`src/rtl/atom_chk_pkg.sv`:
```
// Package: shared constants for the atomic permission checker.
// Assumes a 3-bit cache attribute code and three 2-bit policy fields.
package atom_chk_pkg;
    localparam logic [2:0] ATTR_BYPASS = 3'd0;
    localparam logic [2:0] ATTR_WTHRU  = 3'd1;
    localparam logic [2:0] ATTR_WBACK  = 3'd2;
    localparam logic [2:0] ATTR_ISOL   = 3'd3;

    localparam int POL_FIELD_W = 2;
    localparam int POL_NFIELDS = 3;
    localparam int POL_BITS    = POL_FIELD_W * POL_NFIELDS;

    // Kind of policy treatment a cache attribute receives.
    typedef enum logic [1:0] {
        POL_FIELD = 2'd0,
        POL_DENY  = 2'd1,
        POL_PASS  = 2'd2
    } pol_kind_e;
endpackage

```
`src/rtl/atom_perm_stage.sv`:
```
// Module: translation and permission screen.
// Reports the translation code if nonzero. Otherwise it reports a store-denied
// cause when read or write permission is missing. Purely combinational.
module atom_perm_stage #(
    parameter int                   CAUSE_W          = 6,
    parameter logic [CAUSE_W-1:0]   CAUSE_STORE_DENY = 6'd29
) (
    input  logic [CAUSE_W-1:0] xlate_cause,
    input  logic               perm_rd,
    input  logic               perm_wr,
    output logic               pre_fault,
    output logic [CAUSE_W-1:0] pre_cause
);
    // Priority: translation fault first, then permission gap.
    always_comb begin
        pre_fault = 1'b0;
        pre_cause = '0;
        if (xlate_cause != '0) begin
            pre_fault = 1'b1;
            pre_cause = xlate_cause;
        end else if (!(perm_rd && perm_wr)) begin
            pre_fault = 1'b1;
            pre_cause = CAUSE_STORE_DENY;
        end
    end
endmodule

```
`src/rtl/atom_policy_sel.sv`:
```
// Module: atomic policy lookup.
// Maps the cache attribute to a policy field of the control register.
// The attribute is forced to bypass when no data cache exists.
// Assumes the configuration and policy inputs are stable around a request.
// The clock and reset feed only the assertions.
module atom_policy_sel
    import atom_chk_pkg::*;
(
    input  logic                clk,
    input  logic                rst_n,
    input  logic                dcache_present,
    input  logic [2:0]          cache_attr,
    input  logic [POL_BITS-1:0] pol_bits,
    output logic                policy_ok
);
    logic [POL_FIELD_W-1:0] fld [POL_NFIELDS];
    logic [2:0]             eff_attr;
    pol_kind_e              kind;
    logic [1:0]             fsel;

    // Slice the policy register into its per-attribute fields.
    for (genvar g = 0; g < POL_NFIELDS; g++) begin : g_fld
        assign fld[g] = pol_bits[g*POL_FIELD_W +: POL_FIELD_W];
    end

    // Effective attribute: bypass when the data cache is absent.
    always_comb eff_attr = dcache_present ? cache_attr : ATTR_BYPASS;

    // Classify the attribute and pick its field index.
    always_comb begin
        kind = POL_PASS;
        fsel = 2'd0;
        case (eff_attr)
            ATTR_BYPASS: begin kind = POL_FIELD; fsel = 2'd0; end
            ATTR_WTHRU:  begin kind = POL_FIELD; fsel = 2'd1; end
            ATTR_WBACK:  begin kind = POL_FIELD; fsel = 2'd2; end
            ATTR_ISOL:   kind = POL_DENY;
            default:     kind = POL_PASS;
        endcase
    end

    // Verdict: a zero field or isolate forbids the atomic.
    always_comb begin
        case (kind)
            POL_FIELD: policy_ok = (fld[fsel] != '0);
            POL_DENY:  policy_ok = 1'b0;
            default:   policy_ok = 1'b1;
        endcase
    end

    // isolate with a cache present always forbids.
    a_r8_isolate_denies: assert property (@(posedge clk) disable iff (!rst_n)
        (dcache_present && cache_attr == ATTR_ISOL) |-> !policy_ok);
    // other attribute codes always pass.
    a_r9_other_passes: assert property (@(posedge clk) disable iff (!rst_n)
        (dcache_present && cache_attr[2]) |-> policy_ok);
    // without a cache only bits [1:0] matter.
    a_r5_no_cache_bypass: assert property (@(posedge clk) disable iff (!rst_n)
        !dcache_present |-> (policy_ok == (pol_bits[1:0] != 2'b00)));
endmodule

```
`src/rtl/atom_perm_check.sv`:
```
// Module: atomic access permission checker (top).
// Combines the translation/permission screen and the policy lookup, and
// registers one verdict per request strobe with one cycle of latency.
// Assumes at most one request per cycle and stable configuration inputs.
module atom_perm_check
    import atom_chk_pkg::*;
#(
    parameter int                 CAUSE_W          = 6,
    parameter int                 CTL_W            = 32,
    parameter int                 ADDR_W           = 32,
    parameter logic [CAUSE_W-1:0] CAUSE_STORE_DENY = 6'd29,
    parameter logic [CAUSE_W-1:0] CAUSE_ATOMIC_ERR = 6'd3
) (
    input  logic               clk,
    input  logic               rst_n,
    input  logic               req_valid,
    input  logic [CAUSE_W-1:0] xlate_cause,
    input  logic               perm_rd,
    input  logic               perm_wr,
    input  logic [2:0]         cache_attr,
    input  logic               dcache_present,
    input  logic [CTL_W-1:0]   atom_ctl,
    input  logic [ADDR_W-1:0]  req_addr,
    output logic               rsp_valid,
    output logic               rsp_go,
    output logic               rsp_fault,
    output logic [CAUSE_W-1:0] rsp_cause,
    output logic [ADDR_W-1:0]  rsp_addr
);
    logic               pre_fault;
    logic [CAUSE_W-1:0] pre_cause;
    logic               policy_ok;
    logic               nxt_fault;
    logic [CAUSE_W-1:0] nxt_cause;
    logic               unused_ctl_hi;

    // Policy bits above the three fields carry no meaning here.
    assign unused_ctl_hi = ^atom_ctl[CTL_W-1:POL_BITS];

    atom_perm_stage #(
        .CAUSE_W          (CAUSE_W),
        .CAUSE_STORE_DENY (CAUSE_STORE_DENY)
    ) u_perm (
        .xlate_cause (xlate_cause),
        .perm_rd     (perm_rd),
        .perm_wr     (perm_wr),
        .pre_fault   (pre_fault),
        .pre_cause   (pre_cause)
    );

    atom_policy_sel u_pol (
        .clk            (clk),
        .rst_n          (rst_n),
        .dcache_present (dcache_present),
        .cache_attr     (cache_attr),
        .pol_bits       (atom_ctl[POL_BITS-1:0]),
        .policy_ok      (policy_ok)
    );

    // Merge: an earlier fault suppresses the policy check.
    always_comb begin
        nxt_fault = pre_fault || !policy_ok;
        nxt_cause = pre_fault ? pre_cause
                  : (!policy_ok ? CAUSE_ATOMIC_ERR : '0);
    end

    // Verdict register, cleared when idle or in reset.
    always_ff @(posedge clk) begin
        if (!rst_n || !req_valid) begin
            rsp_valid <= 1'b0;
            rsp_go    <= 1'b0;
            rsp_fault <= 1'b0;
            rsp_cause <= '0;
            rsp_addr  <= '0;
        end else begin
            rsp_valid <= 1'b1;
            rsp_go    <= !nxt_fault;
            rsp_fault <= nxt_fault;
            rsp_cause <= nxt_cause;
            rsp_addr  <= nxt_fault ? req_addr : '0;
        end
    end

    // the verdict follows the strobe by one cycle.
    a_r2_valid_follows: assert property (@(posedge clk) disable iff (!rst_n)
        req_valid |=> rsp_valid);
    a_r2_idle_quiet: assert property (@(posedge clk) disable iff (!rst_n)
        !req_valid |=> !rsp_valid && !rsp_go && !rsp_fault);
    // exactly one verdict when valid.
    a_r2_one_verdict: assert property (@(posedge clk) disable iff (!rst_n)
        rsp_valid |-> $countones({rsp_go, rsp_fault}) == 1);
    // a translation fault is passed through with its address.
    a_r3_xlate_cause: assert property (@(posedge clk) disable iff (!rst_n)
        (req_valid && xlate_cause != '0) |=>
            (rsp_fault && rsp_cause == $past(xlate_cause) && rsp_addr == $past(req_addr)));
    // a permission gap is a store fault.
    a_r4_perm_store: assert property (@(posedge clk) disable iff (!rst_n)
        (req_valid && xlate_cause == '0 && !(perm_rd && perm_wr)) |=>
            (rsp_fault && rsp_cause == CAUSE_STORE_DENY));
    // a go carries no cause and no address.
    a_r10_go_clean: assert property (@(posedge clk) disable iff (!rst_n)
        rsp_go |-> (rsp_cause == '0 && rsp_addr == '0));
endmodule

```
`config.mk`:
```
export PLATFORM = sky130hd
export DESIGN_NAME = atom_perm_check
export DESIGN_NICKNAME = d
export VERILOG_FILES = /design/src/rtl/atom_chk_pkg.sv /design/src/rtl/atom_perm_stage.sv /design/src/rtl/atom_policy_sel.sv /design/src/rtl/atom_perm_check.sv
export SDC_FILE = /design/constraint.sdc
export NUM_CORES = 1
export LEC_CHECK = 0
export BUFFER_PORTS_ARGS = -buffer_cell sky130_fd_sc_hd__buf_4
export CORE_MARGIN = 10
export CORE_UTILIZATION = 28
export DETAILED_ROUTE_END_ITERATION = 12
export PLACE_DENSITY = 0.62
export SLEW_MARGIN = 10
export SYNTH_ARGS = -nofsm -noshare
export SYNTH_HDL_FRONTEND = slang
export SYNTH_SLANG_ARGS = --single-unit
```
`constraint.sdc`:
```
create_clock -name clk -period 3.6 [get_ports clk]
set_clock_uncertainty 0.05 [all_clocks]
set_input_delay 0.54 -clock clk [delete_from_list [all_inputs] [get_ports clk]]
set_output_delay 0.54 -clock clk [all_outputs]
set_load 0.02 [all_outputs]
```
==> summary.txt <==
Global routing
  • Total global routing overflow: 0
  • Via count of the first global-routing pass: 1,361
  • Global-route wire length before repair: 6.70 mm
  • Pin count of the biggest net entering global routing: 37
  • Number of antenna violations at the first check in global routing: 0
  • Combined global-route utilization of all metal layers: 10.8%

Clock tree
  • Number of setup buffers added after CTS: 0
  • Sinks on the clock net: 41
  • Maximum count of clock buffers along a single path: 2
  • CTS H-tree lvls: 2
  • Number of buffers inserted during clock tree synthesis: 5
  • # resized after CTS: 0
  • Number of buffers inserted by hold repair at cts: 0
  • Clock transition at the registers of the reported paths: 0.08 ns
  • Clock Root Buffer: sky130_fd_sc_hd__clkbuf_8
  • CTS tree: yes

Yosys
  • #FFs+latches synth: 41
  • Post-synthesis instance total: 141
  • Seq/Total Area, Yosys: 61.8%
  • Cell Area, Synth: 1330 µm²
  • Yosys warnings: 0
  • Mapped Avg Cell Area: 9.42 µm²
  • Number of library cell types mapped by synthesis: 21
  • Number of nets produced by synthesis: 220

Timing
  • Final count of pins violating max slew: 0
  • Post-route setup TNS: 0 ns
  • Final hold viol count: 0
  • Shortest clock period the worst path allows after layout: 1.86 ns
  • Total setup violations reported at the end of the flow: 0
  • Setup repair after global routing missed its margin: no
  • Worst slew pin tran: 0.407 ns
  • Final Cycle Share: 51.7%
  • Peak clock frequency supported by timing: 0.537 GHz
  • Worst slew margin relative to its limit: 72.7%

Power
  • Largest vdd supply drop: 0.265 mV
  • Cell leakage power: 1.05 nW
  • Power density over the cells: 420 nW/µm²
  • Total design power: 0.901 mW

Run
  • Max-capacitance violation count: 0

Die
  • Die area: 7900 µm²
  • Initial Util: 29.7%
  • Number of top-level pins: 120
  • FP Rows: 24
  • Core ar.: 4470 µm²
  • Horizontal die dimension: 88.9 µm
  • Die height: 88.9 µm

Hold path
  • Path type of the worst min-delay path: input port to register

Setup path
  • Worst endpoint data arrival time: 1.99 ns
  • CP endpoint kind: register
  • Maximum fanout along the worst path: 24
  • Data required, critical path: 3.73 ns
  • Sort of element at the start of the critical path: input port
  • Critical path class: input port to register

Place
  • Post-Place Cell Area: 2060 µm²
  • Global placement routability congestion: 0.794
  • Input/output buffers: 93
  • Final HPWL DP: 3.18 mm

Layout
  • Area of combinational cells with multiple inputs: 437 µm²
  • Sequential cell area in the final layout: 821 µm²
  • ANT cells: 0
  • Layout cell share with drive strength beyond 1: 45.8%
  • Top library cells by usage in the layout, fill and taps aside: sky130_fd_sc_hd__buf_4 (97), sky130_fd_sc_hd__dfxtp_1 (41), sky130_fd_sc_hd__a21oi_1 (35), sky130_fd_sc_hd__nand2_1 (34), sky130_fd_sc_hd__clkbuf_8 (5)
  • Number of filler cells placed in the layout: 459
  • Post-layout nets: 314
  • Most common cell after layout, fill and taps aside: sky130_fd_sc_hd__buf_4
  • Final non-filler cell area: 2140 µm²
  • Layout Area Growth over Synthesis: 61.5%

Drt
  • Wire length per cell after detailed routing: 14.7 µm
  • Post-detailed-route count of antenna-violating nets: 0
  • First-pass DRT Iterations: 3
  • Vias after detailed routing: 1,266
  • DRC viols: 0
  • Initial DRC count: 26
  • Total Wirelength: 4.23 mm
  • Post-DR vias/cell: 4.40

Status
  • Result of the run: complete, no violations
==> where the power goes <==
group | switching (mW) | total [mW] | internal, mW
sequential | 0.00465 | 0.476 | 0.472
clock | 0.149 | 0.284 | 0.134
combinational | 0.0697 | 0.141 | 0.0712
==> final timing paths <==
check | startpoint | endpoint | cells past startpoint
hold / removal | xlate_cause[3] | rsp_cause[3]$_SDFF_PP0_ | 2
setup / recovery | xlate_cause[3] | rsp_cause[2]$_SDFF_PP0_ | 6
==> critical path: stages <==
cell and delay, ns:
sky130_fd_sc_hd__buf_4 0.11, sky130_fd_sc_hd__or4_4 0.55, sky130_fd_sc_hd__nor4_4 0.24, sky130_fd_sc_hd__buf_4 0.32, sky130_fd_sc_hd__nor2_1 0.12, sky130_fd_sc_hd__o21a_1 0.12
==> cells by family (layout without fill, tap and decap cells) <==
group,Yosys count,in the layout,share of synthesized area (%)
AO/OA/AOI/OAI,44,44,18.0
AND/OR/NAND/NOR,43,43,14.9
flip-flops,41,41,61.8
buffers and inverters,13,108,5.28
==> Yosys cell counts, drive strengths merged <==
library cell	n	area, µm²
clkbuf	5	18.8
dfxtp	41	821
nor3	1	5.00
nor4	1	21.3
nand2	34	128
nor2	2	7.51
or3	1	6.26
o21a	3	22.5
or2	1	6.26
a21oi	35	175
buf	5	40.0
o221ai	1	15.0
clkinv	1	3.75
or4	1	11.3
o21ai	4	20.0
a31oi	1	6.26
and3	2	12.5
inv	2	7.51
==> stage by stage <==
step                      hold WS, ns  instances  util, %  setup WS (ns)
after floorplan                 0.606        141        -           1.75
after global placement          0.714        280     46.1           1.43
after detailed placement        0.721        280     46.1           1.42
after CTS                       0.413        288     47.9           1.73
after global routing            0.409        288     47.9           1.67
final                           0.424        288     47.9           1.74
==> state kept, by name (all words and copies together), names as in the netlist <==
register   cells
rsp_go         1
rsp_valid      1
rsp_cause      6
rsp_addr      32
rsp_fault      1
==> area by class of cell <==
type | count | share of cell area (%)
Tap cell | 52 | 3.03
Clock buffer | 6 | 3.38
Inverter | 3 | 0.525
Sequential cell | 41 | 38.3
Timing Repair Buffer | 97 | 34.0
Clock inverter | 2 | 0.467
Multi-Input combinational cell | 87 | 20.4
==> layer usage <==
metal	GRT usage [%]	routed length (µm)	vias to the layer above
li1	-	-	656
met1	11.4	1560	556
met2	17.6	2080	52
met3	7.08	576	2
met4	2.64	15	0
met5	0	0	-
Note: power is estimated with default switching activity, not from simulation.
